==> config.mk <==
export PLATFORM = sky130hd
export DESIGN_NAME = vfo_cycle_gen
export DESIGN_NICKNAME = d
export VERILOG_FILES = /design/src/rtl/vfo_pkg.sv /design/src/rtl/vfo_trig_sync.sv /design/src/rtl/vfo_phase_acc.sv /design/src/rtl/vfo_oneshot.sv /design/src/rtl/vfo_start_ctrl.sv /design/src/rtl/vfo_cycle_gen.sv
export SDC_FILE = /design/constraint.sdc
export NUM_CORES = 1
export LEC_CHECK = 0
export ABC_CLOCK_PERIOD_IN_PS = 4400
export BUFFER_PORTS_ARGS = -buffer_cell sky130_fd_sc_hd__buf_2
export CORE_MARGIN = 5
export CORE_UTILIZATION = 61
export DETAILED_ROUTE_END_ITERATION = 7
export GPL_TIMING_DRIVEN = 0
export PLACE_DENSITY = 0.85
export RECOVER_POWER = 25
export SYNTH_ARGS = -nofsm -noshare
export SYNTH_HDL_FRONTEND = slang
export SYNTH_SLANG_ARGS = --single-unit
==> constraint.sdc <==
create_clock -name clk_i -period 4.4 [get_ports clk_i]
set_input_delay 0.44 -clock clk_i [delete_from_list [all_inputs] [get_ports clk_i]]
set_output_delay 0.44 -clock clk_i [all_outputs]
set_load 0.03 [all_outputs]
==> src/rtl/vfo_pkg.sv <==
package vfo_pkg;

  // sources that may ask for a new cycle in one clock
  typedef struct packed {
    logic wrap;
    logic trig;
    logic held;
  } vfo_req_t;

  function automatic logic any_req(vfo_req_t r);
    return r.wrap | r.trig | r.held;
  endfunction

endpackage

==> src/rtl/vfo_trig_sync.sv <==
module vfo_trig_sync #(
  parameter int STAGES = 2
) (
  input  logic clk_i,
  input  logic rst_ni,
  input  logic trig_i,
  output logic edge_o
);
  localparam int CHAIN_W = STAGES + 1;

  logic [CHAIN_W-1:0] chain_q;

  for (genvar i = 0; i < CHAIN_W; i++) begin : g_stage
    if (i == 0) begin : g_first
      always_ff @(posedge clk_i or negedge rst_ni) begin
        if (!rst_ni) chain_q[i] <= 1'b0;
        else         chain_q[i] <= trig_i;
      end
    end else begin : g_next
      always_ff @(posedge clk_i or negedge rst_ni) begin
        if (!rst_ni) chain_q[i] <= 1'b0;
        else         chain_q[i] <= chain_q[i-1];
      end
    end
  end

  // last stage acts as history for the rising-edge detect
  assign edge_o = chain_q[STAGES-1] & ~chain_q[STAGES];

endmodule

==> src/rtl/vfo_phase_acc.sv <==
module vfo_phase_acc #(
  parameter int FCW_W = 16,
  parameter int ACC_W = 16
) (
  input  logic             clk_i,
  input  logic             rst_ni,
  input  logic             en_i,
  input  logic             clr_i,
  input  logic [FCW_W-1:0] fcw_i,
  output logic             wrap_o
);
  localparam int PAD_W = ACC_W - FCW_W;

  logic [ACC_W-1:0] acc_q;
  logic [ACC_W-1:0] inc;
  logic [ACC_W:0]   sum;

  if (PAD_W == 0) begin : g_same_w
    assign inc = fcw_i;
  end else begin : g_pad
    assign inc = {{PAD_W{1'b0}}, fcw_i};
  end

  assign sum    = {1'b0, acc_q} + {1'b0, inc};
  assign wrap_o = en_i & sum[ACC_W];

  always_ff @(posedge clk_i or negedge rst_ni) begin
    if (!rst_ni)             acc_q <= '0;
    else if (!en_i || clr_i) acc_q <= '0;
    else                     acc_q <= sum[ACC_W-1:0];
  end

endmodule

==> src/rtl/vfo_oneshot.sv <==
module vfo_oneshot #(
  parameter int OS_W = 16
) (
  input  logic            clk_i,
  input  logic            rst_ni,
  input  logic            en_i,
  input  logic            fire_i,
  input  logic [OS_W-1:0] len_i,
  output logic            ready_o,
  output logic            busy_o
);
  logic [OS_W-1:0] cnt_q;

  always_ff @(posedge clk_i or negedge rst_ni) begin
    if (!rst_ni)          cnt_q <= '0;
    else if (!en_i)       cnt_q <= '0;
    else if (fire_i)      cnt_q <= len_i;
    else if (cnt_q != '0) cnt_q <= cnt_q - 1'b1;
  end

  // a start may land on the last clock of the interval
  assign ready_o = (cnt_q <= OS_W'(1));
  assign busy_o  = (cnt_q != '0);

endmodule

==> src/rtl/vfo_start_ctrl.sv <==
module vfo_start_ctrl
  import vfo_pkg::*;
(
  input  logic     clk_i,
  input  logic     rst_ni,
  input  logic     en_i,
  input  logic     dis_i,
  input  vfo_req_t req_i,
  input  logic     ready_i,
  output logic     fire_o,
  output logic     held_o,
  output logic     start_o
);
  logic held_q;
  logic start_q;
  logic want;

  assign want   = any_req(req_i);
  assign fire_o = en_i & want & ~dis_i & ready_i;

  always_ff @(posedge clk_i or negedge rst_ni) begin
    if (!rst_ni) begin
      held_q  <= 1'b0;
      start_q <= 1'b0;
    end else begin
      start_q <= fire_o;
      if (!en_i || fire_o) held_q <= 1'b0;
      else if (want)       held_q <= 1'b1;
    end
  end

  assign held_o  = held_q;
  assign start_o = start_q;

endmodule

==> src/rtl/vfo_cycle_gen.sv <==
module vfo_cycle_gen
  import vfo_pkg::*;
#(
  parameter int FCW_W       = 16,
  parameter int ACC_W       = 16,
  parameter int OS_W        = 16,
  parameter int SYNC_STAGES = 2
) (
  input  logic             clk_i,
  input  logic             rst_ni,
  input  logic             en_i,
  input  logic [FCW_W-1:0] fcw_i,
  input  logic             trig_i,
  input  logic             dis_i,
  input  logic [OS_W-1:0]  min_period_i,
  output logic             cycle_o,
  output logic             busy_o
);
  vfo_req_t req;
  logic     trig_edge;
  logic     wrap;
  logic     held;
  logic     fire;
  logic     ready;

  vfo_trig_sync #(.STAGES(SYNC_STAGES)) u_sync (
    .clk_i  (clk_i),
    .rst_ni (rst_ni),
    .trig_i (trig_i),
    .edge_o (trig_edge)
  );

  vfo_phase_acc #(.FCW_W(FCW_W), .ACC_W(ACC_W)) u_acc (
    .clk_i  (clk_i),
    .rst_ni (rst_ni),
    .en_i   (en_i),
    .clr_i  (any_req(req)),
    .fcw_i  (fcw_i),
    .wrap_o (wrap)
  );

  assign req.wrap = wrap;
  assign req.trig = en_i & trig_edge;
  assign req.held = held;

  vfo_oneshot #(.OS_W(OS_W)) u_os (
    .clk_i   (clk_i),
    .rst_ni  (rst_ni),
    .en_i    (en_i),
    .fire_i  (fire),
    .len_i   (min_period_i),
    .ready_o (ready),
    .busy_o  (busy_o)
  );

  vfo_start_ctrl u_ctrl (
    .clk_i   (clk_i),
    .rst_ni  (rst_ni),
    .en_i    (en_i),
    .dis_i   (dis_i),
    .req_i   (req),
    .ready_i (ready),
    .fire_o  (fire),
    .held_o  (held),
    .start_o (cycle_o)
  );

endmodule

==> metrics.log <==
[metrics] kind of end point of the critical path: register
[metrics] total placed instance area: 2740 µm²
[metrics] predominant post-synthesis flop cell: dfrtp_1
[metrics] hold violation count in the final report: 0
[metrics] Cell Pwr Density: 658 nW/µm²
[metrics] starting utilization of the core area: 62.6%
[metrics] maximum clock rate: approximately 350 MHz
[metrics] ports placed on the boundary: 39
[metrics] number of design rule violations left after detail routing: 0
[metrics] synthesized instance count: between 200 and 300
[metrics] clock root buffer: clkbuf_8
[metrics] floorplan die area: ~5500 µm²
[metrics] net switching power: a little under 0.8 mW
[metrics] wire length of the first global-routing pass: around 9.7 mm
[metrics] depth of the worst hold-timing path: 1
[metrics] maximum fanout along the worst path: 10
[metrics] number of buffers on the longest clock path: 2
[metrics] Setup Crit Path Kind: register to register
[metrics] CTS sink cnt: 37
[metrics] cell area after synthesis: between 2000 and 2500 µm²
[metrics] average vias per placed instance: between 6 and 7
[metrics] number of enable flip-flop cells after synthesis: 0
[metrics] Leakage: between 1 and 1.5 nW
[metrics] syn_nets: 321
[metrics] VDD IR-drop max: around 390 µV
[metrics] final-layout setup total negative slack: 0 ns
[metrics] Horiz. Die Dim: 73.8 µm
[metrics] largest net degree at the start of global routing: 38
[metrics] number of cell rows: 23
[metrics] Post-DRT Antenna Nets: 0
[metrics] crit path time final: about 2.8 ns
[metrics] CTS tree: yes
[metrics] number of flip-flops and latches in the synthesized netlist: 37
[metrics] cts bufs inserted: 5
[metrics] async set-reset flop share out of synthesis: 100%
[metrics] Final Cell Area: approximately 2900 µm²
[metrics] number of vias in the routed layout: around 2200
[metrics] Hold Crit Endpoint: u_sync.chain_q[0]$_DFF_PN0_
[metrics] Flop pwr share: just under 30%
[metrics] CTS HTree Levels: 2
[metrics] number of global-route vias before repair: between 2000 and 2500
[metrics] register-to-register setup slack: about 1.6 ns
[metrics] Final Max Slew Viols: 38
[metrics] Skew-Pair Late Insertion Delay: roughly 0.30 ns
[metrics] Avg Cell Area, Syn: 9.38 µm²
[metrics] violated checks: max-capacitance violations, max-slew violations
[metrics] number of cell instances on the worst register-to-register path: 9
[metrics] die extent in y: 73.8 µm
[metrics] post-synthesis cell type with the largest combined area: dfrtp_1
[metrics] share of cells above drive strength 1: 17.4%
[metrics] all-layer global routing usage: between 20% and 30%
[metrics] remaining max-slew budget at the tightest pin: -32.8%
[metrics] most area-consuming cells after synthesis: dfrtp_1 (37%), ha_1 (9.1%), nand2_1 (4.2%), mux2i_1 (3.6%), a21oi_1 (3.2%)
[metrics] port bufs: 38
[metrics] crit share post-route: about two thirds
[metrics] Max-Cap Viols: 1
[metrics] antenna diode instance count: 0
[metrics] Req. time, crit path: roughly 4.6 ns
[metrics] Clock Skews: 0.00767 ns
[metrics] signal arrival time at the worst endpoint: between 3 and 4 ns
[metrics] worst r2r src: u_acc.acc_q[0]$_DFF_PN0_
[metrics] Crit. Startpoint: u_acc.acc_q[0]$_DFF_PN0_
[metrics] global placer's final weighted congestion: approximately 0.86
[metrics] total congestion overflow: 0
[metrics] Worst Min Path Start: trig_i
[metrics] share of power burned in the clock network: between 10% and 20%
[metrics] combinational share of power: a little over half
[metrics] drt wl/cell: about 16 µm
[metrics] core outline area: ~4000 µm²
[metrics] sequential share of the synthesized area: 37.3%
[metrics] HPWL after DPL: 4.12 mm
[metrics] share of the synthesized area in the top cell type: 37.3%
[metrics] Pre-antenna DRT Iters: 4
[metrics] initial antenna violation count: 0
[metrics] CTS-repair resized insts: 0
[metrics] Synth-to-Final Area Change: 14.8%
[metrics] Warnings, synthesis: 0
[metrics] Synth cell types: 53
[metrics] fraction of power spent switching nets: between 40% and 50%
[metrics] unrepaired setup endpoints after global routing: no
[metrics] postcts setup bufs: 0
[metrics] number of buffers added to fix hold violations after cts: 0
[metrics] Final #Nets: approximately 370
[metrics] run status: finished with violations
[metrics] sum of routed wire length over all layers: about 5.6 mm
[metrics] endpoint of the most critical register-to-register path: u_os.cnt_q[3]$_DFFE_PN0P_
[metrics] transition at the pin with the smallest max-transition slack: 1.99 ns
[metrics] crit path launch type: register
[metrics] worst hold path type: primary input to register
[metrics] clock transition at the registers of the reported paths: ~0.070 ns
[metrics] number of endpoints failing setup at the final stage: 0
[metrics] Internal Power: ~1.1 mW
[metrics] initial detailed-routing violation count: roughly 230
-- cell families after synthesis --
group           Yosys count  synth area share [%]
buf+inv                  18                  3.22
xor+xnor                 17                  5.99
compound gates           67                  19.0
fa+ha+maj                19                  9.87
flops                    37                  37.3
mux                      10                  4.08
simple gates             97                  20.6
-- flip-flops by register name, indices dropped and copies added (netlist names) --
| signal | flops |
|---|---|
| u_os.cnt_q | 16 |
| u_ctrl.start_o | 1 |
| u_sync.chain_q | 3 |
| u_ctrl.held_o | 1 |
| u_acc.acc_q | 16 |
-- critical path, cell delays in order (launching register included) --
cell	delay, ns
dfrtp_1	0.33
ha_1	0.18
inv_1	0.06
fa_1	0.40
nand2b_1	0.18
a21oi_1	0.35
o21ai_1	0.30
a211oi_4	0.54
buf_8	0.22
mux2i_1	0.20
-- layer usage --
layer	vias up	global-route usage (%)	part of all wire, %
li1	1068	-	-
met2	62	36.3	47
met4	0	7.04	1.2
met5	-	0	0
met1	1051	31.2	45
met3	9	6.16	6.0
-- synthesized netlist by cell type (2+ instances only) --
cell type  count
o21a_1         4
clkbuf_1       5
xnor2_1        8
nand2b_1       3
nor4_1        10
o31a_1         3
nor3_1        10
o21ai_0        8
nand3b_1       2
nand2_1       28
nor2_1        17
a21oi_1       16
inv_1         11
nand3_1        6
or4_4          2
o211ai_1       2
a211oi_1       4
nand4_1        2
a21o_1         7
nor3b_1        2
xor2_1         9
ha_1          18
a22o_1         8
and2_1         4
mux2i_1        9
a31oi_1        3
or4_1          2
dfrtp_1       37
-- per-stage QoR --
step                      setup slack [ns]  util [%]  hold slack, ns  total power, mW  std cells
after global placement                1.45      68.9           0.339             1.52        353
final                                 1.55      71.8           0.253             1.88        361
after global routing                  1.34      71.8           0.253             2.04        361
after CTS                             1.60      71.9           0.256             1.87        361
after floorplan                       1.85         -           0.144             1.34        265
after detailed placement              1.41      68.9           0.336             1.55        353
-- final cells by class --
type                    instances  area [µm²]
plain buffers                   7        38.8
clock buffers                   7        86.3
clock inverters                 1        30.0
fillers                       321        1120
inverters                      11        41.3
multi-input cells             210        1480
flip-flops and latches         37         926
well taps                      50        62.6
repair buffers                 38         189
-- power groups by stage --
stage | sequential (mW) | combinational [mW] | clock (mW)
finish | 0.545 | 1.02 | 0.311
global route | 0.559 | 1.16 | 0.329
CTS | 0.544 | 1.01 | 0.314
detailed placement | 0.548 | 1.00 | 0
global placement | 0.543 | 0.972 | 0
floorplan | 0.529 | 0.813 | 0
-- worst max path at each step --
| stage | end | slack, ns | cells past startpoint |
|---|---|---|---|
| global route | u_os.cnt_q[3]$_DFFE_PN0P_ | 1.34 | 9 |
| global placement | u_os.cnt_q[3]$_DFFE_PN0P_ | 1.45 | 10 |
| detailed placement | u_os.cnt_q[0]$_DFFE_PN0P_ | 1.41 | 10 |
| finish | u_os.cnt_q[3]$_DFFE_PN0P_ | 1.55 | 9 |
| floorplan | u_os.cnt_q[0]$_DFFE_PN0P_ | 1.85 | 6 |
| CTS | u_os.cnt_q[3]$_DFFE_PN0P_ | 1.60 | 9 |
-- cell usage in the layout (no fill, tap or decap), types with 3 or more instances in the layout --
cell type,instances
a21o_1,7
a22o_1,8
a31oi_1,3
nand2b_1,3
clkbuf_1,7
clkbuf_8,6
ha_1,18
o31a_1,3
dfrtp_1,37
nor3_1,10
nand3_1,6
mux2i_1,9
o21a_1,4
a211oi_1,4
xor2_1,9
a21oi_1,16
o21ai_0,8
and2_1,4
inv_1,11
xnor2_1,8
nor2_1,17
nor4_1,10
nand2_1,28
buf_2,38
(Power assumes the default switching activity.)
